==> config.mk <==
export PLATFORM = sky130hd
export DESIGN_NAME = exc_entry_seq
export DESIGN_NICKNAME = d
export VERILOG_FILES = /design/src/rtl/exc_seq_pkg.sv /design/src/rtl/exc_ret_sel.sv /design/src/rtl/exc_vec_addr.sv /design/src/rtl/exc_entry_seq.sv
export SDC_FILE = /design/constraint.sdc
export NUM_CORES = 1
export LEC_CHECK = 0
export BUFFER_PORTS_ARGS = -buffer_cell sky130_fd_sc_hd__clkbuf_2
export CAP_MARGIN = 30
export CORE_MARGIN = 3
export CORE_UTILIZATION = 35
export DETAILED_ROUTE_END_ITERATION = 10
export SLEW_MARGIN = 20
export SYNTH_ARGS = -nofsm -noshare
export SYNTH_HDL_FRONTEND = slang
export SYNTH_HIERARCHICAL = 1
export SYNTH_SLANG_ARGS = --single-unit
export TNS_END_PERCENT = 5
==> constraint.sdc <==
create_clock -name clk -period 2.5 [get_ports clk]
set_input_delay 0.125 -clock clk [delete_from_list [all_inputs] [get_ports clk]]
set_output_delay 0.125 -clock clk [all_outputs]
set_load 0.05 [all_outputs]
==> src/rtl/exc_seq_pkg.sv <==
package exc_seq_pkg;

    typedef enum logic [1:0] {
        KIND_TRAP = 2'b00,
        KIND_SLOT = 2'b01,
        KIND_GEN  = 2'b10,
        KIND_NONE = 2'b11
    } exc_kind_e;

    typedef enum logic [1:0] {
        ST_IDLE,
        ST_PUSH_SR,
        ST_PUSH_PC,
        ST_FETCH
    } seq_state_e;

endpackage

==> src/rtl/exc_ret_sel.sv <==
module exc_ret_sel
    import exc_seq_pkg::*;
#(
    parameter int XLEN       = 32,
    parameter int INSN_BYTES = 2
) (
    input  exc_kind_e        kind,
    input  logic [XLEN-1:0]  insn_pc,
    input  logic [XLEN-1:0]  branch_tgt,
    output logic [XLEN-1:0]  ret_addr
);
    localparam logic [XLEN-1:0] STEP = XLEN'(INSN_BYTES);

    always_comb begin
        case (kind)
            KIND_TRAP: ret_addr = insn_pc + STEP;
            KIND_SLOT: ret_addr = branch_tgt;
            default:   ret_addr = insn_pc;
        endcase
    end
endmodule

==> src/rtl/exc_vec_addr.sv <==
module exc_vec_addr
    import exc_seq_pkg::*;
#(
    parameter int XLEN     = 32,
    parameter int VEC_W    = 8,
    parameter int SLOT_VEC = 6,
    parameter int ILL_VEC  = 4
) (
    input  exc_kind_e        kind,
    input  logic [VEC_W-1:0] trap_vec,
    input  logic [XLEN-1:0]  table_base,
    output logic [XLEN-1:0]  entry_addr
);
    localparam int WORD_SHIFT = $clog2(XLEN / 8);

    logic [VEC_W-1:0] vec_num;

    always_comb begin
        case (kind)
            KIND_TRAP: vec_num = trap_vec;
            KIND_SLOT: vec_num = VEC_W'(SLOT_VEC);
            default:   vec_num = VEC_W'(ILL_VEC);
        endcase
        entry_addr = table_base + (XLEN'(vec_num) << WORD_SHIFT);
    end
endmodule

==> src/rtl/exc_entry_seq.sv <==
module exc_entry_seq
    import exc_seq_pkg::*;
#(
    parameter int XLEN       = 32,
    parameter int VEC_W      = 8,
    parameter int INSN_BYTES = 2,
    parameter int SLOT_VEC   = 6,
    parameter int ILL_VEC    = 4
) (
    input  logic             clk,
    input  logic             rst_n,
    input  logic             req_valid,
    input  logic [1:0]       req_kind,
    input  logic [VEC_W-1:0] req_trap_vec,
    input  logic [XLEN-1:0]  req_pc,
    input  logic [XLEN-1:0]  req_branch_tgt,
    input  logic [XLEN-1:0]  sr_in,
    input  logic [XLEN-1:0]  sp_in,
    input  logic [XLEN-1:0]  vbr_in,
    output logic             mem_req,
    output logic             mem_we,
    output logic [XLEN-1:0]  mem_addr,
    output logic [XLEN-1:0]  mem_wdata,
    input  logic             mem_ack,
    input  logic [XLEN-1:0]  mem_rdata,
    output logic             sp_we,
    output logic [XLEN-1:0]  sp_out,
    output logic             pc_we,
    output logic [XLEN-1:0]  pc_out,
    output logic             busy,
    output logic             done
);
    localparam logic [XLEN-1:0] WORD_BYTES = XLEN'(XLEN / 8);

    typedef struct packed {
        seq_state_e      state;
        logic [XLEN-1:0] sp;
        logic [XLEN-1:0] sr;
        logic [XLEN-1:0] ret;
        logic [XLEN-1:0] vaddr;
        logic [XLEN-1:0] pc;
        logic            sp_we;
        logic            pc_we;
        logic            done;
    } seq_regs_t;

    seq_regs_t seq_d, seq_q;
    exc_kind_e kind_w;
    logic [XLEN-1:0] ret_w, vaddr_w, push_addr;

    assign kind_w = exc_kind_e'(req_kind);

    exc_ret_sel #(.XLEN(XLEN), .INSN_BYTES(INSN_BYTES)) u_ret_sel (
        .kind       (kind_w),
        .insn_pc    (req_pc),
        .branch_tgt (req_branch_tgt),
        .ret_addr   (ret_w)
    );

    exc_vec_addr #(.XLEN(XLEN), .VEC_W(VEC_W), .SLOT_VEC(SLOT_VEC), .ILL_VEC(ILL_VEC)) u_vec_addr (
        .kind       (kind_w),
        .trap_vec   (req_trap_vec),
        .table_base (vbr_in),
        .entry_addr (vaddr_w)
    );

    assign push_addr = seq_q.sp - WORD_BYTES;

    always_comb begin
        seq_d       = seq_q;
        seq_d.sp_we = 1'b0;
        seq_d.pc_we = 1'b0;
        seq_d.done  = 1'b0;
        case (seq_q.state)
            ST_IDLE: begin
                if (req_valid && kind_w != KIND_NONE) begin
                    seq_d.state = ST_PUSH_SR;
                    seq_d.sp    = sp_in;
                    seq_d.sr    = sr_in;
                    seq_d.ret   = ret_w;
                    seq_d.vaddr = vaddr_w;
                end
            end
            ST_PUSH_SR: begin
                if (mem_ack) begin
                    seq_d.sp    = push_addr;
                    seq_d.sp_we = 1'b1;
                    seq_d.state = ST_PUSH_PC;
                end
            end
            ST_PUSH_PC: begin
                if (mem_ack) begin
                    seq_d.sp    = push_addr;
                    seq_d.sp_we = 1'b1;
                    seq_d.state = ST_FETCH;
                end
            end
            ST_FETCH: begin
                if (mem_ack) begin
                    seq_d.pc    = mem_rdata;
                    seq_d.pc_we = 1'b1;
                    seq_d.done  = 1'b1;
                    seq_d.state = ST_IDLE;
                end
            end
            default: seq_d.state = ST_IDLE;
        endcase
    end

    always_ff @(posedge clk) begin
        if (!rst_n) begin
            seq_q <= '{state: ST_IDLE, default: '0};
        end else begin
            seq_q <= seq_d;
        end
    end

    assign busy      = (seq_q.state != ST_IDLE);
    assign mem_req   = busy;
    assign mem_we    = (seq_q.state == ST_PUSH_SR) || (seq_q.state == ST_PUSH_PC);
    assign mem_addr  = (seq_q.state == ST_FETCH) ? seq_q.vaddr : push_addr;
    assign mem_wdata = (seq_q.state == ST_PUSH_SR) ? seq_q.sr : seq_q.ret;
    assign sp_we     = seq_q.sp_we;
    assign sp_out    = seq_q.sp;
    assign pc_we     = seq_q.pc_we;
    assign pc_out    = seq_q.pc;
    assign done      = seq_q.done;

endmodule

# --- After elaboration in Yosys (flattened, before gate mapping) ---
# Cells that the tools add are included.
op_classes:
  order_cmp: 0
  div: 0
  multipliers: 0
  bitwise_logic: 0
  shift: 0
  mux: 12
  eq_ne: 9
  add_sub_neg: 3
  reduce_logical: 13
op_table:
  columns: ["operator", "n"]
  rows:
  - ["$mux 130", 1]
  - ["$pmux 32 s3", 1]
  - ["$mux 34", 2]
  - ["$mux 32", 2]
  - ["$pmux 32 s2", 1]
  - ["$add 32x10->32", 1]
  - ["$add 32x2->32 const B", 1]
  - ["$sub 32x3->32 const B", 1]
  - ["$pmux 8 s2", 1]
  - ["$ne 2x2->1 const B", 5]
  - ["$pmux 2 s4", 1]
  - ["$reduce_and 2->1", 4]
  - ["$reduce_and 4->1", 2]
  - ["$eq 2x1->1 const B", 2]
  - ["$eq 2x2->1 const B", 2]
  - ["$logic_not 2->1", 2]
  - ["$mux 2", 2]
  - ["$reduce_bool 3->1", 1]
  - ["$reduce_bool 2->1", 1]
  - ["$reduce_or 2->1", 1]
  - ["$logic_and 1x1->1", 1]
  - ["$logic_or 1x1->1", 1]
  - ["$mux 1", 1]
word_totals:
  ram_bits: 0
  mem_bits_ro: 0
  inputBits: 206
  mem_count: 0
  out_inout_bits: 134
  register_bits: 165
  wordCells: 46
  latchBits: 0

# --- Longest topological paths before layout ---
logic_depth:
  word_depth: 5
  depth_mapped: 13
  depth_no_buf: 12

# --- Cells and area by module ---
# Netlist, hierarchy kept.
modules_own_cells:
  columns: ["mod", "seq_area_each_um2", "cells_per_inst", "area_each_um2", "instances"]
  rows:
  - ["exc_entry_seq", 3283.1, 1085, 8254.2, 1]
  - ["exc_ret_sel", 0.0, 205, 1197.4, 1]
  - ["exc_vec_addr", 0.0, 124, 913.4, 1]

# --- Worst setup path before layout ---
# No wires, ideal clock.
synth_path:
  path_type: "reg2out"
  startpoint: "register seq_q, in the netlist sp_out[2]"
  endpoint: "output mem_addr[26]"
  setup_slack_ps: -497
  stages_incl_launch_ff: 8
  t_arrival_ps: 2872
  cell_sequence: "dfxtp_1 -> inv_1 -> ha_1 -> nor4b_4 -> nand3b_1 -> nor4b_2 -> xnor2_1 -> o21ai_0"
synth_via:
  elab_chain_cells: 2
synth_lines:
  columns: ["item", "line", "text"]
  rows:
  - ["from (decl)", "exc_entry_seq.sv:47", "seq_regs_t seq_d, seq_q;"]
  - ["from (signal assigned)", "exc_entry_seq.sv:114", "seq_q <= seq_d;"]
  - ["$sub 32x3->32", "exc_entry_seq.sv:67", "assign push_addr = seq_q.sp - WORD_BYTES;"]
  - ["$mux 32", "exc_entry_seq.sv:121", "assign mem_addr = (seq_q.state == ST_FETCH) ? seq_q.vaddr : push_addr;"]
  - ["to (decl)", "exc_entry_seq.sv:22", "output logic [XLEN-1:0] mem_addr,"]
# No other way between the ends.

# --- Worst setup path after layout ---
layout_path:
  startpoint: "register seq_q, in the netlist sp_out[21]"
  endpoint: "output mem_addr[31]"
# The elaborated chain is that of the path after synthesis.

==> summary by stage <==
CTS
The clock passes through at most 2 buffers. The count of H-tree levels built during CTS is 4. The total clock sinks is about 160.

The worst-skew pair later-pin latency is roughly 0.42 ns. Clock tree synthesis selected as its root buffer the cell sky130_fd_sc_hd__clkbuf_16. After clock tree synthesis, the clock-pin slew on the worst setup and hold paths is 0.07 ns.

The TritonCTS clock tree is built. The TritonCTS buffer count is 17. The count of buffers added by post-CTS timing repair for setup is 0.

GRT
The number of global-route vias before repair came to 11000. The first global-routing pass estimated between 50 and 60 mm of wire. The total global-route track usage is 23.0%. The number of antenna violations at the first check in global routing came to 7.

Entering global routing, the biggest net connects 122 pins. The total overflow left after global routing is 0.

Finish
The layout filler cell count is ~2900. The layout overhead on the synthesized area is 35.8%. Once layout is complete, the utilization of the core stands at about half. Leaving out fill and tap cells, the most frequent cells in the layout are 331 x sky130_fd_sc_hd__nand2_1, 316 x sky130_fd_sc_hd__clkbuf_2, 167 x sky130_fd_sc_hd__a21oi_1.

Leaving out fill and tap cells, the most frequent cell in the layout is sky130_fd_sc_hd__nand2_1. The final net count is just under 2000. The share of final-layout standard cells stronger than drive strength 1 is 30.2%.

Power
Summed over all nets, the switching power comes to 9.92 mW. Dividing total power by cell area gives a power density of around 1300 nW/um2. Net switching is between 50% and 60% of the power. The worst IR drop on VDD is about 1.9 mV. The share of power burned in the clock network is 14.5%. The static power due to leakage is just under 6 nW. The part of the total power dissipated in sequential elements is approximately 18%. The internal power of the cells totals 8.93 mW. Combinational logic is responsible for 67.3% of the overall power.

Synthesis
Summed over all instances, the cell type with the most area after synthesis is sky130_fd_sc_hd__dfxtp_1. After synthesis the cells add up to 10400 um2. The post-synthesis cell type count is just under 70. The number of nets handed over by synthesis was about 1600. Of all flip-flops after synthesis, the portion carrying an async set or reset was 0%.

The average size of a mapped cell is 7.33 um2. Yosys mapped a number of flops with a built-in enable equal to 0. The portion of synthesized area spent on multiplexers is under 10%. By area the synthesized netlist is led by sky130_fd_sc_hd__dfxtp_1 32%, sky130_fd_sc_hd__nand2_1 12%, sky130_fd_sc_hd__a21oi_1 8.1%. The synthesized netlist devotes 19.3% of its cell area to compound gates. The prevailing post-synth register cell is sky130_fd_sc_hd__dfxtp_1. After Yosys synthesis, and, or, nand and nor cells account for 27.6% of the synthesized area. Sequential cells were found to cover roughly a third of the synthesized design area. Yosys printed 6 warnings. Summing the areas of all xor and xnor instances in the mapped netlist gives 4.06% of the synthesized area. The dominant combinational cell family by area after synthesis is simple AND/OR/NAND/NOR gates.

The post-synthesis share of cell area spent on full adders, half adders and majority gates is 1.88%. The synthesized design contains between 150 and 200 register bits. The area share of the leading cell type in the synthesized netlist is around a third.

The post-synthesis instance total is between 1000 and 1500.

Floorplan
Row generation in the floorplan step produced slightly above 60 rows. The effective utilization at floorplan is a little over a third. The width of the die is between 150 and 200 um. From bottom edge to top edge, the die measures 178 um. The area of the die is ~32000 um2. The core region is between 20000 and 30000 um2. The boundary pin count is between 300 and 400.

Route
The vias after detailed routing is approximately 11000. Wires add up to approximately 38 mm. The post-detailed-route count of antenna-violating nets is 0. The number of vias per cell after detailed routing is about 5.2. The number of iterations in the first detailed-routing pass is 7.

The detail-routed net length per standard cell is 17.5 um. For this run, design rule violations remaining after detail routing come to 0. In this run, the number of DRC markers left after iteration 0 of detailed routing was around 700.

Placement
The count of buffers added on input and output ports is 339. The pre-CTS setup slack is -0.0308 ns. The total half-perimeter wirelength after legalization and detailed placement is 26.9 mm. At the end of routability-driven placement, the weighted congestion stood at between 0.9 and 1.

Worst setup path
The worst register-to-register path begins at seq_q[163]$_SDFFE_PN0P_. The worst setup path is captured at an output port. In this run the worst setup path begins at sp_out[21]$_SDFFE_PN0P_. The type of the setup path with the least slack is flop to output port. STA classifies the critical path startpoint as a flop. STA puts the critical path data arrival time at about 2.7 ns. The data required time of the worst path is around 2.4 ns. The highest net fanout along the worst path is 3.

STA
The post-route fraction of the period consumed by the critical path is 112%. The number of hold-slack violations in the final timing report is 0. Setup violations remaining at the end of the flow were counted as 13.

The least setup slack across all paths after layout is -0.306 ns. Setup repair after global routing could not meet its margin everywhere. The time the worst path needs with I/O delays and setup is ~2.8 ns. The worst pin sits at a relative slew slack of roughly 52%. The count of pins over their slew limit came to 0. The pin slew with the least headroom to its limit is slightly above 0.7 ns. Clock skew on the completed layout was measured at roughly 0.017 ns. For this run, the top clock speed supported by timing is ~360 MHz.

Flow run
The tool flagged a number of max-cap violations equal to 0.

Outcome
The run finished, with violations left. The final reports fail on setup timing.

Min path
The startpoint identified for the worst hold timing path is vbr_in[27]. The worst hold path belongs to the class primary input to flop.
==> metal layers <==
layer,GRT usage (%),share of wire (%),up-vias
met5,0,0.12,-
met4,9.72,3.6,8
met3,4.66,6.4,91
met2,37.5,46,375
met1,29.6,44,5257
li1,-,-,5579
==> Yosys cell counts (7+ instances only) <==
| master | number |
|---|---|
| sky130_fd_sc_hd__xor2_1 | 16 |
| sky130_fd_sc_hd__and2_1 | 12 |
| sky130_fd_sc_hd__dfxtp_1 | 164 |
| sky130_fd_sc_hd__nand3_1 | 54 |
| sky130_fd_sc_hd__nor2b_1 | 7 |
| sky130_fd_sc_hd__mux2i_1 | 17 |
| sky130_fd_sc_hd__buf_4 | 69 |
| sky130_fd_sc_hd__nor2_1 | 71 |
| sky130_fd_sc_hd__a22oi_1 | 19 |
| sky130_fd_sc_hd__and3_1 | 11 |
| sky130_fd_sc_hd__nor4_1 | 14 |
| sky130_fd_sc_hd__xnor2_1 | 32 |
| sky130_fd_sc_hd__or3_1 | 16 |
| sky130_fd_sc_hd__nand2_1 | 332 |
| sky130_fd_sc_hd__ha_1 | 14 |
| sky130_fd_sc_hd__a221oi_1 | 8 |
| sky130_fd_sc_hd__nand4_1 | 23 |
| sky130_fd_sc_hd__mux2_2 | 40 |
| sky130_fd_sc_hd__clkbuf_1 | 89 |
| sky130_fd_sc_hd__a21oi_1 | 167 |
| sky130_fd_sc_hd__o21ai_0 | 58 |
| sky130_fd_sc_hd__a31oi_1 | 11 |
| sky130_fd_sc_hd__nor3_1 | 28 |
| sky130_fd_sc_hd__o21ai_1 | 10 |
| sky130_fd_sc_hd__inv_1 | 18 |
==> path summary, 6_finish.rpt <==
check                       endpoint  slack [ns]  cells after the start
max                     mem_addr[31]       -0.31                      6
min           seq_q[62]$_SDFFE_PN0P_        0.03                      4
min reg2reg   seq_q[39]$_SDFFE_PN0P_        0.45                      2
max reg2reg  sp_out[25]$_SDFFE_PN0P_        0.26                      8
==> cell families after synthesis <==
family	after synthesis
compound gates	334
xor+xnor	48
fa+ha+maj	15
buf+inv	187
flops	164
mux	57
simple gates	609
==> power by group through the flow <==
stage / clock, mW / combinational, mW / sequential, mW
after global placement: 0 / 11.7 / 3.45
after floorplan: 0 / 8.15 / 3.47
after CTS: 2.82 / 12.4 / 3.42
after global routing: 2.91 / 13.5 / 3.49
after detailed placement: 0 / 11.7 / 3.47
final: 2.74 / 12.7 / 3.43
==> cell type report <==
cell class                 count  area [um2]  share of cell area (%)
multi-input combinational   1063        6260                    44.5
timing repair buffer         499        3370                    24.0
sequential                   164        3280                    23.3
tap                          384         480                    3.41
clock buffer                  18         429                    3.05
clock inverter                14         165                    1.17
inverter                      19        73.8                   0.524
antenna                        3        7.51                  0.0533
==> repair_timing <==
action	CTS	global route
hold buffers	87	0
endpoints found under the setup margin	19	24
endpoints found under the hold margin	87	0
resized for setup	37	21
pin swaps	1	0
==> critical path: stages (launching register included) <==
cell and delay [ns]:
sky130_fd_sc_hd__dfxtp_1 0.31, sky130_fd_sc_hd__or4_4 0.55, sky130_fd_sc_hd__or3_4 0.35, sky130_fd_sc_hd__or4_4 0.53
sky130_fd_sc_hd__xor2_1 0.16, sky130_fd_sc_hd__o21ai_2 0.18, sky130_fd_sc_hd__buf_12 0.16
==> state kept, by name (all words and copies together) (netlist names) <==
register	flops
pc_out	32
sp_we	1
seq_q	98
sp_out	32
pc_we	1
==> stage by stage <==
stage | instance area (um2) | setup TNS, ns | hold WS (ns) | total power, mW | std cells
6_report | 14100 | -2.36 | 0.0271 | 18.8 | 2164
3_3_place_gp | 12400 | 0 | 0.349 | 15.1 | 2042
5_1_grt | 14100 | -4.52 | 0.0227 | 19.9 | 2164
3_5_place_dp | 12400 | -0.0792 | 0.354 | 15.2 | 2042
2_1_floorplan | 10400 | -1.88 | 0.261 | 11.6 | 1414
4_1_cts | 14000 | -2.87 | 0.00375 | 18.6 | 2161
Power figures use the tool's default switching activity.
